## src/rtl/gpio_banked_pkg.sv

```systemverilog
package gpio_banked_pkg;

    localparam int unsigned BUS_W  = 32;
    localparam int unsigned WADR_W = 6;

    typedef enum logic [3:0] {
        KIND_DIR  = 4'h0,
        KIND_POL  = 4'h1,
        KIND_DATA = 4'h2,
        KIND_SET  = 4'h3,
        KIND_CLR  = 4'h4
    } reg_kind_e;

    typedef struct packed {
        logic [BUS_W-1:0] dir;
        logic [BUS_W-1:0] pol;
        logic [BUS_W-1:0] lat;
    } bank_state_t;

endpackage

```

## src/rtl/gpio_in_sync.sv

```systemverilog
module gpio_in_sync #(
    parameter int unsigned W      = 96,
    parameter int unsigned STAGES = 2
) (
    input  logic         clk,
    input  logic         rst_n,
    input  logic [W-1:0] async_in,
    output logic [W-1:0] sync_out
);
    logic [STAGES-1:0][W-1:0] stage_d, stage_q;

    always_comb begin
        stage_d[0] = async_in;
        for (int s = 1; s < STAGES; s++) begin
            stage_d[s] = stage_q[s-1];
        end
    end

    always_ff @(posedge clk or negedge rst_n) begin
        if (!rst_n) stage_q <= '0;
        else        stage_q <= stage_d;
    end

    assign sync_out = stage_q[STAGES-1];

endmodule

```

## src/rtl/gpio_bank_regs.sv

```systemverilog
module gpio_bank_regs
    import gpio_banked_pkg::*;
(
    input  logic             clk,
    input  logic             rst_n,
    input  logic             wr_hit,
    input  logic [3:0]       kind,
    input  logic [BUS_W-1:0] wdata,
    input  logic [BUS_W-1:0] pin_sync,
    output bank_state_t      st_q,
    output logic [BUS_W-1:0] data_view
);
    bank_state_t st_d;

    always_comb begin
        st_d = st_q;
        if (wr_hit) begin
            case (kind)
                KIND_DIR: st_d.dir = wdata;
                KIND_POL: st_d.pol = wdata;
                KIND_SET: st_d.lat = st_q.lat | wdata;
                KIND_CLR: st_d.lat = st_q.lat & ~wdata;
                default:  ;
            endcase
        end
        data_view = (st_q.dir & st_q.lat) | (~st_q.dir & pin_sync);
    end

    always_ff @(posedge clk or negedge rst_n) begin
        if (!rst_n) st_q <= '0;
        else        st_q <= st_d;
    end

    // written ones become set
    p_set_ones_r4: assert property (@(posedge clk) disable iff (!rst_n)
        (wr_hit && kind == KIND_SET) |=> ((st_q.lat & $past(wdata)) == $past(wdata)));

    // zeros in the mask keep their latch value
    p_set_keep_r4: assert property (@(posedge clk) disable iff (!rst_n)
        (wr_hit && kind == KIND_SET) |=> (((st_q.lat ^ $past(st_q.lat)) & ~$past(wdata)) == '0));

    // written ones become cleared
    p_clr_ones_r5: assert property (@(posedge clk) disable iff (!rst_n)
        (wr_hit && kind == KIND_CLR) |=> ((st_q.lat & $past(wdata)) == '0));

    // direction only moves on a direction write
    p_dir_hold_r3: assert property (@(posedge clk) disable iff (!rst_n)
        !(wr_hit && kind == KIND_DIR) |=> $stable(st_q.dir));

    // polarity only moves on a polarity write
    p_pol_hold_r10: assert property (@(posedge clk) disable iff (!rst_n)
        !(wr_hit && kind == KIND_POL) |=> $stable(st_q.pol));

endmodule

```

## src/rtl/gpio_banked.sv

```systemverilog
module gpio_banked
    import gpio_banked_pkg::*;
#(
    parameter int unsigned NUM_BANKS   = 3,
    parameter int unsigned SYNC_STAGES = 2,
    localparam int unsigned PINS       = NUM_BANKS * BUS_W
) (
    input  logic              clk,
    input  logic              rst_n,
    input  logic [WADR_W-1:0] word_addr,
    input  logic              wr_en,
    input  logic [BUS_W-1:0]  wr_data,
    output logic [BUS_W-1:0]  rd_data,
    input  logic [PINS-1:0]   pin_in,
    output logic [PINS-1:0]   pin_out,
    output logic [PINS-1:0]   pin_oe
);
    logic [3:0]       kind;
    logic [1:0]       slot;
    logic             slot_ok;
    logic [PINS-1:0]  pin_sync;
    bank_state_t      bank_st   [NUM_BANKS];
    logic [BUS_W-1:0] bank_data [NUM_BANKS];
    logic [BUS_W-1:0] rd_d, rd_q;

    assign kind    = word_addr[5:2];
    assign slot    = word_addr[1:0];
    assign slot_ok = (32'(slot) < NUM_BANKS);

    gpio_in_sync #(.W(PINS), .STAGES(SYNC_STAGES)) u_sync (
        .clk      (clk),
        .rst_n    (rst_n),
        .async_in (pin_in),
        .sync_out (pin_sync)
    );

    for (genvar b = 0; b < NUM_BANKS; b++) begin : g_bank
        logic hit;
        assign hit = wr_en && slot_ok && (32'(slot) == b);

        gpio_bank_regs u_regs (
            .clk       (clk),
            .rst_n     (rst_n),
            .wr_hit    (hit),
            .kind      (kind),
            .wdata     (wr_data),
            .pin_sync  (pin_sync[b*BUS_W +: BUS_W]),
            .st_q      (bank_st[b]),
            .data_view (bank_data[b])
        );

        assign pin_out[b*BUS_W +: BUS_W] = bank_st[b].lat;
        assign pin_oe [b*BUS_W +: BUS_W] = bank_st[b].dir;
    end

    always_comb begin
        rd_d = '0;
        for (int b = 0; b < NUM_BANKS; b++) begin
            if (slot_ok && 32'(slot) == b) begin
                case (kind)
                    KIND_DIR:  rd_d = bank_st[b].dir;
                    KIND_POL:  rd_d = bank_st[b].pol;
                    KIND_DATA: rd_d = bank_data[b];
                    default:   rd_d = '0;
                endcase
            end
        end
    end

    always_ff @(posedge clk or negedge rst_n) begin
        if (!rst_n) rd_q <= '0;
        else        rd_q <= rd_d;
    end

    assign rd_data = rd_q;

    // an unmapped bank reads zero
    p_oob_read_r9: assert property (@(posedge clk) disable iff (!rst_n)
        !slot_ok |=> (rd_data == '0));

    // a write to an unmapped bank leaves all pins alone
    p_oob_write_r9: assert property (@(posedge clk) disable iff (!rst_n)
        (wr_en && !slot_ok) |=> ($stable(pin_out) && $stable(pin_oe)));

    // the write-only registers read zero
    p_wo_read_r11: assert property (@(posedge clk) disable iff (!rst_n)
        (kind == KIND_SET || kind == KIND_CLR) |=> (rd_data == '0));

    // a data write changes no pin
    p_data_wr_r11: assert property (@(posedge clk) disable iff (!rst_n)
        (wr_en && kind == KIND_DATA) |=> ($stable(pin_out) && $stable(pin_oe)));

endmodule

```

## config.mk

```make
export PLATFORM = sky130hd
export DESIGN_NAME = gpio_banked
export DESIGN_NICKNAME = d
export VERILOG_FILES = /design/src/rtl/gpio_banked_pkg.sv /design/src/rtl/gpio_in_sync.sv /design/src/rtl/gpio_bank_regs.sv /design/src/rtl/gpio_banked.sv
export SDC_FILE = /design/constraint.sdc
export NUM_CORES = 1
export LEC_CHECK = 0
export BUFFER_PORTS_ARGS = -buffer_cell sky130_fd_sc_hd__buf_2
export CORE_AREA = 2 2 200 202
export CTS_BUF_LIST = sky130_fd_sc_hd__clkbuf_8
export DETAILED_ROUTE_END_ITERATION = 6
export DIE_AREA = 0 0 202 204
export PLACE_DENSITY = 0.87
export SYNTH_ARGS = -nofsm -noshare
export SYNTH_HDL_FRONTEND = slang
export SYNTH_SLANG_ARGS = --single-unit
```

## constraint.sdc

```tcl
create_clock -name clk -period 1.31 [get_ports clk]
set_input_delay 0 -clock clk [delete_from_list [all_inputs] [get_ports clk]]
set_output_delay 0 -clock clk [all_outputs]
set_load 0.02 [all_outputs]
```

==> run_results.csv <==
group,metric,value,unit
synthesis,synth_cell_types,31,
synthesis,netlist.area_leader.share,60.3,%
synthesis,synthFlopType,"dfrtp_1",
synthesis,yosys_warnings,0,
detailed_routing,drtIter0Drc,1579,
floorplanning,die_y,204,µm
placed_design,place_congestion,0.854,
pwr,ir_drop,0.00127,V
critical_path,path_cells,"a21o_1 -> a32oi_2 -> nor2_1 -> o211a_1",
job,maxCapViolations,0,
sta,finalHoldViolations,0,
placed_design,port_buffers,360,
cts,clkLatencyLatePin,0.63,ns
detailed_routing,avgViaCountPerCell,6.20,
detailed_routing,wl,69500,µm
synthesis,async_reset_ff_share,100,%
cts,path_clk_slew,0.07,ns
critical_path,regToRegSetupSlack,-0.04,ns
run_status,status,"finished, violations left",
floorplanning,initial_core_util,54.3,%
synthesis,synth_area,21300,µm²
detailed_routing,vias,16800,
critical_path,r2r_cells,4,
final_layout,fin_area,26800,µm²
cts,cts-root-buf,"clkbuf_8",
sta,slew_violations,0,
global_routing,grt_start_max_net_pins,74,
detailed_routing,drc_errors,0,
sta,relSlewSlack,63.8,%
critical_path,slowest_stage,"dfrtp_2",
sta,post-route-period-util,103,%
run_status,violations,"setup timing",
global_routing,overflow,0,
critical_path,critPathKind,"reg2reg",
final_layout,mostFrequentLayoutCell,"dfrtp_1",
floorplanning,io_pins,361,
synthesis,synth_edf_count,0,
cts,cts_max_path_buffers,3,
pwr,p_leak,13.2,nW
floorplanning,die_area,41200,µm²
sta,tightest_slew,0.544,ns
floorplanning,dieWidth,202,µm
detailed_routing,ant_nets,0,
critical_path,required,1.81,ns
synthesis,yosys.area.top_type,"dfrtp_1",
critical_path,worst-path-max-fanout,4,
critical_path,cp-start-kind,"register",
sta,setup_viol,5,
detailed_routing,dr.pass1.iters,6,
sta,setup_ws,-0.0447,ns
cts,cts.sink_count,512,
sta,rsz0062_at_grt,"true",
final_layout,drive_gt1_share,37.4,%
cts,cts_tree,"done",
worst_hold_path,min_path_type,"in2reg",
synthesis,syn_avg_cell_area,12.4,µm²
floorplanning,coreArea,39200,µm²
sta,period_minus_slack,1.35,ns
placed_design,dpl_cell_area,23100,µm²
synthesis,synth-seq-cells,512,
final_layout,layout.nets,2268,
final_layout,syn_to_final_growth,25.9,%
final_layout,final_util,68.3,%
pwr,p_per_area,1470,nW/µm²
synthesis,synthTopCellsByArea,"dfrtp_1 (60%), mux2_2 (10%), buf_4 (6.9%), a31oi_1 (4.6%), a21oi_1 (3.9%)",
global_routing,grt_pass1_wl,103000,µm
global_routing,grt_pass1_vias,17700,
placed_design,dp_hpwl,37900,µm
critical_path,slowest_delay,0.45,ns
synthesis,ys_seq_area_share,60.3,%
global_routing,antenna_found_initial,4,
global_routing,grt_util_all_layers,32.8,%
critical_path,timing.rr.end,"rd_data[24]",
synthesis,synth_fp_nets,1846,
worst_hold_path,hold_end,"u_sync.stage_d[115]",
final_layout,final_cell_mix,"dfrtp_1 (507), buf_2 (351), dlygate4sd3_1 (206), mux2_2 (190), a31oi_1 (156)",
critical_path,worstSetupEndpointType,"register",
cts,cts_buffers,81,
sta,skew,0.0235,ns
final_layout,fill_cells,2432,
cts,htree_levels,3,
worst_hold_path,hp-start,"pin_in[19]",
critical_path,cp_data_arrival_time,1.86,ns
critical_path,r2r-start,"g_bank[1].u_regs.st_q[88]",
synthesis,synthCells,1709,
sta,max_freq,0.738,GHz
pwr,finalPower,39.3,mW
floorplanning,rows,73,
detailed_routing,wl_per_cell,25.6,µm
worst_hold_path,whs_path_depth,2,
-- timing repair --
action | in CTS | in global routing
gates resized for setup | 6 | 17
setup endpoints to repair | 3 | 35
pin swaps | 0 | 3
cloned | 0 | 1
hold buffers | 206 | 0
endpoints found under the hold margin | 917 | 0
buffers inserted | 1 | 5
-- final cells by class --
class / count / area (µm²) / area share (%)
antenna: 5 / 12.5 / 0.0468
inverter: 29 / 109 / 0.407
clock inverter: 40 / 209 / 0.781
clock buffer: 94 / 1290 / 4.83
multi-input combinational: 833 / 6510 / 24.3
tap: 525 / 657 / 2.45
timing repair buffer: 674 / 5150 / 19.3
sequential: 512 / 12800 / 47.9
-- cells by family after synthesis --
kind of cell	Yosys count	synth area share [%]
AOI/OAI and AO/OA	452	14.2
buffers and inverters	364	9.98
DFF	512	60.3
muxes	197	10.4
and+or+nand+nor	184	5.17
-- layer usage --
metal,wire length [µm],up-vias,GRT usage [%],share of wire [%]
met1,24600,8354,39.8,35
met2,33200,1318,53.4,48
li1,-,6791,-,-
met5,12,-,0,0.017
met4,4390,2,20.0,6.3
met3,7330,346,7.96,11
-- cell usage after synthesis, types with 4 or more instances --
| master | instances |
|---|---|
| dfrtp_1 | 512 |
| nor2_1 | 39 |
| buf_4 | 195 |
| mux2_2 | 190 |
| nand3b_1 | 66 |
| a32oi_1 | 32 |
| clkbuf_1 | 106 |
| nand3_1 | 32 |
| a221o_1 | 29 |
| buf_1 | 16 |
| buf_2 | 18 |
| mux2_1 | 4 |
| a21o_1 | 32 |
| nand2b_1 | 34 |
| o211a_1 | 29 |
| a31oi_1 | 156 |
| inv_1 | 29 |
| a21oi_1 | 165 |
-- critical path: cells and delay by family, from the launching register on --
kind / cells / cell delay, ns
DFF: 1 / 0.45
AOI/OAI and AO/OA: 3 / 0.68
and+or+nand+nor: 1 / 0.09
-- metrics by stage --
stage                     setup slack [ns]  std cells  setup TNS (ns)  hold WS (ns)
after floorplan                     -0.152       1709          -21.31        -0.296
after global placement              -0.302       2363          -58.29       -0.0738
after detailed placement            -0.375       2363          -74.06       -0.0671
after CTS                          0.00106       2701               0     0.0000852
after global routing               -0.0459       2709          -0.178       0.00523
final                              -0.0447       2712         -0.0875        0.0384
-- where the power goes --
group | leakage (nW) | internal, mW | switching [mW]
Combinational | 5.93 | 3.01 | 4.18
Clock | 0.862 | 6.70 | 6.37
Sequential | 6.44 | 17.5 | 1.50
Total | 13.2 | 27.2 | 12.0
-- worst max path at each step --
stage                                    startpoint                         to  slack (ns)
after global routing      g_bank[0].u_regs.st_q[94]                rd_data[30]       -0.05
after global placement                 word_addr[3]                   register       -0.30
after CTS                 g_bank[2].u_regs.st_q[88]                 pin_oe[88]       0.001
final                     g_bank[1].u_regs.st_q[88]                rd_data[24]       -0.04
after floorplan                        word_addr[5]  g_bank[2].u_regs.st_q[76]       -0.15
after detailed placement               word_addr[2]                   register       -0.38
(Power assumes the default switching activity.)
